[src/rtl/phy_mon_pkg.sv]
package phy_mon_pkg;
  typedef enum logic [3:0] {
    F_IDLE, F_POLL_RD, F_POLL_WT, F_HI_RD, F_HI_WT, F_LO_RD, F_LO_WT,
    F_ACK0, F_REL_RD, F_REL_WT, F_ACK1
  } fetch_st_t;

  typedef enum logic [2:0] {
    S_IDLE, S_ID, S_CNT, S_DRAIN, S_HALT
  } ctl_st_t;
endpackage

[src/rtl/phy_mon_fetch.sv]
module phy_mon_fetch
  import phy_mon_pkg::*;
#(
  parameter int ADDR_W      = 8,
  parameter int DATA_W      = 16,
  parameter int STATUS_ADDR = 16,
  parameter int LO_ADDR     = 32,
  parameter int HI_ADDR     = 33,
  parameter int ACK_ADDR    = 48,
  parameter int READY_BIT   = 0
) (
  input  logic                  clk,
  input  logic                  rst,
  input  logic                  go,
  input  logic                  want_stream,
  output logic                  done,
  output logic [2*DATA_W-1:0]   word,
  output logic [ADDR_W-1:0]     bus_addr,
  output logic [DATA_W-1:0]     bus_wdata,
  output logic                  bus_we,
  output logic                  bus_re,
  input  logic [DATA_W-1:0]     bus_rdata
);
  localparam logic [ADDR_W-1:0] A_STAT = ADDR_W'(STATUS_ADDR);
  localparam logic [ADDR_W-1:0] A_LO   = ADDR_W'(LO_ADDR);
  localparam logic [ADDR_W-1:0] A_HI   = ADDR_W'(HI_ADDR);
  localparam logic [ADDR_W-1:0] A_ACK  = ADDR_W'(ACK_ADDR);

  fetch_st_t state, state_n;
  logic stream_q;
  logic [DATA_W-1:0] hi_q, lo_q;
  logic [ADDR_W-1:0] addr_n;
  logic ready_bit;

  assign ready_bit = bus_rdata[READY_BIT];

  always_comb begin
    state_n = state;
    unique case (state)
      F_IDLE:    if (go) state_n = F_POLL_RD;
      F_POLL_RD: state_n = F_POLL_WT;
      F_POLL_WT: begin
        if (ready_bit) state_n = F_POLL_RD;
        else if (stream_q) state_n = F_HI_RD;
        else state_n = F_LO_RD;
      end
      F_HI_RD:   state_n = F_HI_WT;
      F_HI_WT:   state_n = F_LO_RD;
      F_LO_RD:   state_n = F_LO_WT;
      F_LO_WT:   state_n = F_ACK0;
      F_ACK0:    state_n = F_REL_RD;
      F_REL_RD:  state_n = F_REL_WT;
      F_REL_WT:  state_n = ready_bit ? F_ACK1 : F_REL_RD;
      F_ACK1:    state_n = F_IDLE;
      default:   state_n = F_IDLE;
    endcase
  end

  always_comb begin
    unique case (state_n)
      F_POLL_RD, F_REL_RD: addr_n = A_STAT;
      F_HI_RD:             addr_n = A_HI;
      F_LO_RD:             addr_n = A_LO;
      F_ACK0, F_ACK1:      addr_n = A_ACK;
      default:             addr_n = '0;
    endcase
  end

  always_ff @(posedge clk) begin
    if (rst) begin
      state     <= F_IDLE;
      stream_q  <= 1'b0;
      hi_q      <= '0;
      lo_q      <= '0;
      done      <= 1'b0;
      bus_addr  <= '0;
      bus_wdata <= '0;
      bus_we    <= 1'b0;
      bus_re    <= 1'b0;
    end else begin
      state     <= state_n;
      done      <= (state == F_ACK1);
      bus_addr  <= addr_n;
      bus_re    <= (state_n == F_POLL_RD) || (state_n == F_REL_RD) ||
                   (state_n == F_HI_RD)   || (state_n == F_LO_RD);
      bus_we    <= (state_n == F_ACK0) || (state_n == F_ACK1);
      bus_wdata <= (state_n == F_ACK1) ? DATA_W'(1) : '0;
      if (state == F_IDLE && go) begin
        stream_q <= want_stream;
        hi_q     <= '0;
      end
      if (state == F_HI_WT) hi_q <= bus_rdata;
      if (state == F_LO_WT) lo_q <= bus_rdata;
    end
  end

  assign word = {hi_q, lo_q};
endmodule

[src/rtl/phy_mon_cnt.sv]
module phy_mon_cnt #(
  parameter int W = 16
) (
  input  logic         clk,
  input  logic         rst,
  input  logic         load,
  input  logic [W-1:0] load_val,
  input  logic         dec,
  output logic         last
);
  logic [W-1:0] left_q;

  always_ff @(posedge clk) begin
    if (rst)       left_q <= '0;
    else if (load) left_q <= load_val;
    else if (dec && left_q != '0) left_q <= left_q - W'(1);
  end

  assign last = (left_q == W'(1));
endmodule

[src/rtl/phy_msg_monitor.sv]
module phy_msg_monitor
  import phy_mon_pkg::*;
#(
  parameter int ADDR_W      = 8,
  parameter int DATA_W      = 16,
  parameter int STATUS_ADDR = 16,
  parameter int LO_ADDR     = 32,
  parameter int HI_ADDR     = 33,
  parameter int ACK_ADDR    = 48,
  parameter int READY_BIT   = 0,
  parameter int CODE_PASS   = 8'h07,
  parameter int CODE_STREAM = 8'h08,
  parameter int CODE_FAIL   = 8'hFF
) (
  input  logic                  clk,
  input  logic                  rst,
  input  logic                  start,
  output logic [ADDR_W-1:0]     bus_addr,
  output logic [DATA_W-1:0]     bus_wdata,
  output logic                  bus_we,
  output logic                  bus_re,
  input  logic [DATA_W-1:0]     bus_rdata,
  output logic                  train_done,
  output logic                  train_fail,
  output logic [2*DATA_W-1:0]   stream_word,
  output logic                  stream_valid
);
  localparam int WORD_W = 2 * DATA_W;
  localparam logic [DATA_W-1:0] K_PASS   = DATA_W'(CODE_PASS);
  localparam logic [DATA_W-1:0] K_STREAM = DATA_W'(CODE_STREAM);
  localparam logic [DATA_W-1:0] K_FAIL   = DATA_W'(CODE_FAIL);

  ctl_st_t state;
  logic go_q, want_q;
  logic f_done;
  logic [WORD_W-1:0] f_word;
  logic [DATA_W-1:0] low_half;
  logic cnt_load, cnt_dec, cnt_last;

  assign low_half = f_word[DATA_W-1:0];
  assign cnt_load = (state == S_CNT) && f_done && (low_half != '0);
  assign cnt_dec  = (state == S_DRAIN) && f_done;

  phy_mon_fetch #(
    .ADDR_W(ADDR_W), .DATA_W(DATA_W), .STATUS_ADDR(STATUS_ADDR),
    .LO_ADDR(LO_ADDR), .HI_ADDR(HI_ADDR), .ACK_ADDR(ACK_ADDR),
    .READY_BIT(READY_BIT)
  ) u_fetch (
    .clk(clk), .rst(rst), .go(go_q), .want_stream(want_q),
    .done(f_done), .word(f_word),
    .bus_addr(bus_addr), .bus_wdata(bus_wdata), .bus_we(bus_we),
    .bus_re(bus_re), .bus_rdata(bus_rdata)
  );

  phy_mon_cnt #(.W(DATA_W)) u_cnt (
    .clk(clk), .rst(rst), .load(cnt_load), .load_val(low_half),
    .dec(cnt_dec), .last(cnt_last)
  );

  always_ff @(posedge clk) begin
    if (rst) begin
      state        <= S_IDLE;
      go_q         <= 1'b0;
      want_q       <= 1'b0;
      train_done   <= 1'b0;
      train_fail   <= 1'b0;
      stream_valid <= 1'b0;
      stream_word  <= '0;
    end else begin
      go_q         <= 1'b0;
      stream_valid <= 1'b0;
      unique case (state)
        S_IDLE, S_HALT: begin
          if (start) begin
            state      <= S_ID;
            go_q       <= 1'b1;
            want_q     <= 1'b0;
            train_done <= 1'b0;
            train_fail <= 1'b0;
          end
        end
        S_ID: begin
          if (f_done) begin
            if (low_half == K_PASS) begin
              state      <= S_HALT;
              train_done <= 1'b1;
            end else if (low_half == K_FAIL) begin
              state      <= S_HALT;
              train_fail <= 1'b1;
            end else if (low_half == K_STREAM) begin
              state  <= S_CNT;
              go_q   <= 1'b1;
              want_q <= 1'b1;
            end else begin
              go_q   <= 1'b1;
              want_q <= 1'b0;
            end
          end
        end
        S_CNT: begin
          if (f_done) begin
            stream_valid <= 1'b1;
            stream_word  <= f_word;
            go_q         <= 1'b1;
            if (low_half == '0) begin
              state  <= S_ID;
              want_q <= 1'b0;
            end else begin
              state  <= S_DRAIN;
              want_q <= 1'b1;
            end
          end
        end
        S_DRAIN: begin
          if (f_done) begin
            stream_valid <= 1'b1;
            stream_word  <= f_word;
            go_q         <= 1'b1;
            if (cnt_last) begin
              state  <= S_ID;
              want_q <= 1'b0;
            end else begin
              want_q <= 1'b1;
            end
          end
        end
        default: state <= S_IDLE;
      endcase
    end
  end
endmodule

[config.mk]
export PLATFORM = sky130hd
export DESIGN_NAME = phy_msg_monitor
export DESIGN_NICKNAME = d
export VERILOG_FILES = /design/src/rtl/phy_mon_pkg.sv /design/src/rtl/phy_mon_fetch.sv /design/src/rtl/phy_mon_cnt.sv /design/src/rtl/phy_msg_monitor.sv
export SDC_FILE = /design/constraint.sdc
export NUM_CORES = 1
export LEC_CHECK = 0
export ABC_AREA = 1
export BUFFER_PORTS_ARGS = -buffer_cell sky130_fd_sc_hd__buf_2
export CORE_MARGIN = 2
export CORE_UTILIZATION = 55
export CTS_CLUSTER_DIAMETER = 60
export CTS_CLUSTER_SIZE = 24
export DETAILED_ROUTE_END_ITERATION = 8
export HOLD_SLACK_MARGIN = 0.1
export MAX_ROUTING_LAYER = met4
export PLACE_DENSITY = 0.76
export SETUP_SLACK_MARGIN = 0.2
export SLEW_MARGIN = 20
export SYNTH_ARGS = -nofsm -noshare
export SYNTH_HDL_FRONTEND = slang
export SYNTH_HIERARCHICAL = 1
export SYNTH_SLANG_ARGS = --single-unit
[constraint.sdc]
create_clock -name clk -period 2 [get_ports clk]
set_input_delay 0.4 -clock clk [delete_from_list [all_inputs] [get_ports clk]]
set_output_delay 0.4 -clock clk [all_outputs]
set_load 0.05 [all_outputs]
# After elaboration in Yosys (flattened, before gate mapping)
# Cells that the tools add are included.
# word_totals
ff_bits,120
input_bits,19
out_inout_bits,61
wordCells,125
# op_classes
addsub,1
eq_ne,34
n_mux,44
bitwise_logic,1
n_reduce_logical,28
# ops
cell,count
two-way mux 16 bit,4
one-hot mux 4 bit (10 select lines),1
nonzero test 16 bit,2
two-way mux 3 bit,9
== test 4 x 3 -> 1 bit (second input constant),6
one-hot mux 6 bit (4 select lines),1
== test 4 bit (second input constant),5
two-way mux 1 bit,20
== test 16 x 1 -> 1 bit (second input constant),1
== test 16 x 3 -> 1 bit (second input constant),1
== test 16 x 4 -> 1 bit (second input constant),1
== test 16 x 8 -> 1 bit (second input constant),1
logical NOT 16 bit,1
subtractor 16 x 1 -> 16 bit (second input constant),1
== test 4 x 2 -> 1 bit (second input constant),3
inequality test 2 bit (second input constant),6
one-hot mux 3 bit (4 select lines),1
OR reduction 2 bit,5
== test 4 x 1 -> 1 bit (second input constant),2
two-way mux 4 bit,2
AND reduction 7 bit,1
== test 3 x 2 -> 1 bit (second input constant),2
inequality test 2 x 1 -> 1 bit (second input constant),3
AND reduction 6 bit,1
other kinds (17),28

# Logic depth before layout (Yosys ltp)
# logic_depth
word_depth,7
depth_mapped,13
ltp_nobuf,12

# Modules after synthesis
# Netlist, hierarchy kept.
# by_module_without_submodules
module,instances,cells_per_inst,area_each_um2,seq_area_each_um2
phy_mon_fetch,1,233,1836.8,880.8
phy_msg_monitor,1,252,1828.0,800.8
phy_mon_cnt,1,213,1267.5,320.3

# Worst setup path before layout
# No wires, ideal clock.
# synth_timing
path_type,reg2reg
start,register state[1] (netlist name)
end,register u_cnt.left_q[14]
setup_ns,0.128
arrival_time_ns,1.611
t_required_ns,1.872
path_slack_ns,0.261
path_stages_with_launch,12
path_buffers,2
period_less_slack_ns,1.739
path_cell_list,dfxtp_1 > inv_2 > nor2_4 > nand2_2 > buf_2 > nor2_1 > nand2_4 > buf_6 > nand3_1 > nand2_1 > nor2_1 > nor2_1
# synth_rtl
element,line_no,rtl
to (signal assigned),phy_mon_cnt.sv:15,else if (load) left_q <= load_val;
to (signal assigned),phy_mon_cnt.sv:16,else if (dec && left_q != '0) left_q <= left_q - W'(1);
to (decl),phy_mon_cnt.sv:11,logic [W-1:0] left_q;

# Worst setup path in the final report
# layout_timing
start,register u_cnt.left_q[0]
end,register u_cnt.left_q[6]
# layout_via
elab_chain_len,3
word_cells_on_any_way,6
cone_classes,add/sub: 1; mux: 2; reduce/logical: 3
# layout_lines
element,line_no
subtractor 16 x 1 -> 16 bit or nonzero test 16 bit (tied branches),phy_mon_cnt.sv:16
two-way mux 16 bit or logical AND 1 bit (tied branches),phy_mon_cnt.sv:16
two-way mux 16 bit or nonzero test 2 bit (tied branches),--
# Several ways; a longest one is shown, not always the timed one. The select of a mux whose other input is x is not followed.
# A chain may end at the register's enable or synchronous reset.

==> flow_results.xml <==
<?xml version="1.0" encoding="UTF-8"?>
<metrics>
  <group name="outcome">
    <metric name="status" unit="">finished clean</metric>
  </group>
  <group name="run">
    <metric name="max_cap_violations" unit="">0</metric>
  </group>
  <group name="critical_path">
    <metric name="ff2ff_setup_slack" unit="ps">310</metric>
    <metric name="worst-endpoint-arrival" unit="ps">1950</metric>
    <metric name="class_of_the_most_critical_setup_path" unit="">register to register</metric>
    <metric name="crit_fanout" unit="">13</metric>
    <metric name="regToRegEndpoint" unit="">u_cnt/left_q[6]</metric>
    <metric name="capturing_element_type_of_the_critical_path" unit="">register</metric>
    <metric name="rr_worst_depth" unit="">9</metric>
    <metric name="crit_required" unit="ps">2250</metric>
    <metric name="r2r-start" unit="">u_cnt/left_q[0]</metric>
    <metric name="start_kind" unit="">register</metric>
  </group>
  <group name="cts">
    <metric name="cts_sinks" unit="">100</metric>
    <metric name="cts_buffers" unit="">9</metric>
    <metric name="cts-hold-fix-buffers" unit="">0</metric>
    <metric name="clkLatencyLatePin" unit="ps">370</metric>
    <metric name="htree_levels" unit="">3</metric>
    <metric name="clk_root_buffer_cell" unit="">sky130_fd_sc_hd__clkbuf_8</metric>
    <metric name="clk_pin_slew" unit="ps">100</metric>
    <metric name="ctsLongestPathBuffers" unit="">2</metric>
    <metric name="clock_tree_from_tritoncts" unit="">built</metric>
  </group>
  <group name="final_layout">
    <metric name="post_route_cell_area" unit="um2">5600</metric>
    <metric name="area_growth" unit="%">13.6</metric>
    <metric name="layout.cells.most_common_list" unit="">sky130_fd_sc_hd__nand2_1, sky130_fd_sc_hd__nand3_1, sky130_fd_sc_hd__nor2_1, sky130_fd_sc_hd__dfxtp_1, sky130_fd_sc_hd__a21oi_1</metric>
    <metric name="finish.net_count" unit="">782</metric>
    <metric name="insertedDiodeCount" unit="">0</metric>
    <metric name="share_of_cells_above_drive_strength_1" unit="%">23.0</metric>
    <metric name="layout_commonest_cell" unit="">sky130_fd_sc_hd__nand2_1</metric>
  </group>
  <group name="place">
    <metric name="hpwl" unit="um">9200</metric>
    <metric name="place.port_buffers" unit="">59</metric>
    <metric name="dpl-instance-area" unit="um2">5300</metric>
    <metric name="place.gp.congestion" unit="">0.926</metric>
  </group>
  <group name="drt">
    <metric name="final_routed_wire_length_divided_by_cell_count" unit="um">14.3</metric>
    <metric name="routed_wl" unit="um">12500</metric>
    <metric name="dr_total_vias" unit="">4768</metric>
    <metric name="vias_per_cell" unit="">5.46</metric>
    <metric name="final_antenna_net_count" unit="">0</metric>
    <metric name="first_pass_iters" unit="">7</metric>
    <metric name="number_of_remaining_drc_errors" unit="">0</metric>
    <metric name="drtIter0Drc" unit="">471</metric>
  </group>
  <group name="floorplan">
    <metric name="initial_utilization" unit="%">56.6</metric>
    <metric name="top_level_ports" unit="">80</metric>
    <metric name="fp.dieW" unit="um">98.7</metric>
    <metric name="row_count" unit="">34</metric>
    <metric name="die_y" unit="um">98.7</metric>
    <metric name="die-area" unit="um2">9740</metric>
    <metric name="fp.coreArea" unit="um2">8720</metric>
  </group>
  <group name="logic_synthesis">
    <metric name="netlist_top_cells_area" unit="">sky130_fd_sc_hd__dfxtp_1, sky130_fd_sc_hd__nand2_1, sky130_fd_sc_hd__nand3_1, sky130_fd_sc_hd__nor2_1, sky130_fd_sc_hd__a21oi_1</metric>
    <metric name="synth_top_area_share" unit="%">40.6</metric>
    <metric name="yosys_register_bits" unit="">100</metric>
    <metric name="synth_fa_ha_area_share" unit="%">0.507</metric>
    <metric name="post_synth.cell_area_avg" unit="um2">7.07</metric>
    <metric name="netlist_instances" unit="">698</metric>
    <metric name="combinational_family_with_the_most_area_after_synthesis" unit="">simple AND/OR/NAND/NOR gates</metric>
    <metric name="yosys-mux-area-fraction" unit="%">0</metric>
    <metric name="post_synth_and_or_nand_nor_area_fraction" unit="%">37.6</metric>
    <metric name="seq_area_frac_synth" unit="%">40.6</metric>
    <metric name="post_synthesis_cell_type_with_the_largest_combined_area" unit="">sky130_fd_sc_hd__dfxtp_1</metric>
    <metric name="synthesis.yosys.warnings" unit="">6</metric>
    <metric name="synth_cell_type_count" unit="">33</metric>
    <metric name="post_synth_xor_area_fraction" unit="%">0.178</metric>
    <metric name="synth_compound_gate_area_share" unit="%">10.8</metric>
    <metric name="synth_area" unit="um2">4930</metric>
  </group>
  <group name="timing">
    <metric name="finClkSkew" unit="ps">11.3</metric>
    <metric name="hold_slack" unit="ps">282</metric>
    <metric name="layout_min_cycle_time" unit="ps">1690</metric>
    <metric name="maxClockFrequency" unit="MHz">591</metric>
    <metric name="min_period_over_period" unit="%">84.6</metric>
    <metric name="hold_viol_final" unit="">0</metric>
    <metric name="setup_violations" unit="">0</metric>
    <metric name="grt_setup_unrepaired" unit="">no</metric>
    <metric name="report.final.slew_viol_count" unit="">0</metric>
  </group>
  <group name="pwr">
    <metric name="static-leakage-power" unit="nW">2.57</metric>
    <metric name="p_per_area" unit="nW/um2">854</metric>
    <metric name="peakVddDrop" unit="mV">0.561</metric>
  </group>
  <group name="global_routing">
    <metric name="grt_start_max_net_pins" unit="">51</metric>
    <metric name="grt_usage" unit="%">27.0</metric>
    <metric name="grt_remaining_overflow" unit="">0</metric>
    <metric name="grt_pass1_vias" unit="">4330</metric>
    <metric name="initial_antenna_violation_count" unit="">0</metric>
    <metric name="grt_first_pass_wirelength" unit="um">20800</metric>
  </group>
  <group name="worst_hold_path">
    <metric name="worstHoldPathType" unit="">primary input to register</metric>
    <metric name="timing.hold.worst_endpoint" unit="">u_fetch/lo_q[1]</metric>
    <metric name="worstHoldPathCells" unit="">3</metric>
    <metric name="hold_path_startpoint" unit="">bus_rdata[1]</metric>
  </group>
</metrics>
==> report_power, final <==
part / internal (mW) / total [mW] / switching [mW]
combinational: 0.370 / 1.31 / 0.943
clock: 0.508 / 1.27 / 0.762
sequential: 2.11 / 2.20 / 0.0921
==> metal layers <==
layer	share of wire (%)	wire length (um)	global-route usage, %	vias to the layer above
li1	-	-	-	2350
met3	7.5	939	4.11	24
met4	1.3	169	7.38	0
met5	0	0	-	-
met1	44	5500	36.3	2190
met2	47	5920	42.6	204
==> worst max-delay path, stage by stage, from the launching register on <==
cell and delay (ps):
sky130_fd_sc_hd__dfxtp_1 340, sky130_fd_sc_hd__inv_1 120, sky130_fd_sc_hd__ha_2 240, sky130_fd_sc_hd__nand2_4 90, sky130_fd_sc_hd__nor2_8 140, sky130_fd_sc_hd__nand2_4 70, sky130_fd_sc_hd__nand2_4 160, sky130_fd_sc_hd__nand2_2 170
sky130_fd_sc_hd__o21ai_0 180, sky130_fd_sc_hd__a21oi_1 50
==> cell usage after synthesis, drive strengths merged <==
cell,count
conb,1
clkinv,1
xor2,1
a31oi,2
ha,2
clkbuf,16
dfxtp,100
nand4,4
nand2,153
o22ai,1
o21bai,2
nor3,4
nand3b,4
buf,35
nor2,116
nand3,108
inv,51
o21ai,28
a21oi,69
==> timing repair <==
item / in CTS / in global routing
pin swaps: 0 / 4
gates cloned: 0 / 1
endpoints found under the setup margin: 14 / 19
resized for setup: 4 / 29
buffers inserted: 0 / 2
==> sequential cells by signal, indices dropped and copies added (netlist names) <==
| register | count |
|---|---|
| train_done | 1 |
| stream_word | 32 |
| u_fetch/bus_wdata | 1 |
| u_fetch/bus_addr | 3 |
| train_fail | 1 |
| u_fetch/lo_q | 16 |
| go_q | 1 |
| u_fetch/stream_q | 1 |
| u_fetch/hi_q | 16 |
| want_q | 1 |
| u_fetch/bus_re | 1 |
| state | 3 |
| u_cnt/left_q | 16 |
| u_fetch/state | 4 |
| stream_valid | 1 |
| u_fetch/bus_we | 1 |
| u_fetch/done | 1 |
==> cell families (layout without fill, tap and decap cells) <==
| logic type | Yosys count | in the layout |
|---|---|---|
| AO/OA/AOI/OAI | 102 | 102 |
| XOR/XNOR | 1 | 1 |
| adder cells (fa/ha/maj) | 2 | 2 |
| buffers and inverters | 103 | 152 |
| flip-flops | 100 | 100 |
| other | 1 | 20 |
| AND/OR/NAND/NOR | 389 | 389 |
==> how the worst max path moves through the flow <==
stage	to	slack (ps)	from
finish	u_cnt/left_q[6]	310	u_cnt/left_q[0]
global route	u_cnt/left_q[14]	190	state[1]
floorplan	u_cnt/left_q[14]	260	state[1]
CTS	u_cnt/left_q[5]	240	u_fetch/lo_q[6]
detailed placement	u_cnt/left_q[6]	-20	u_fetch/lo_q[6]
global placement	u_cnt/left_q[6]	40	u_fetch/lo_q[6]
==> through the flow <==
stage	total power, mW	utilization [%]	TNS (ps)	cells	setup WS [ps]
3_3_place_gp	3.51	60.8	0	855	39.6
3_5_place_dp	3.54	60.8	-20.5	855	-20.5
2_1_floorplan	3.29	-	0	717	261
5_1_grt	5.03	64.2	0	874	186
6_report	4.78	64.2	0	874	309
4_1_cts	4.81	63.1	0	871	237
==> area by class of cell <==
cell class,instances,area (um2)
Inverter,52,199
Tap cell,108,135
Clock buffer,10,138
Timing Repair Buffer,83,500
Timing Repair inverter,1,7.51
Fill cell,801,3120
Multi-Input combinational cell,514,2550
Sequential cell,100,2020
Clock inverter,6,57.6
(Power assumes the default switching activity.)
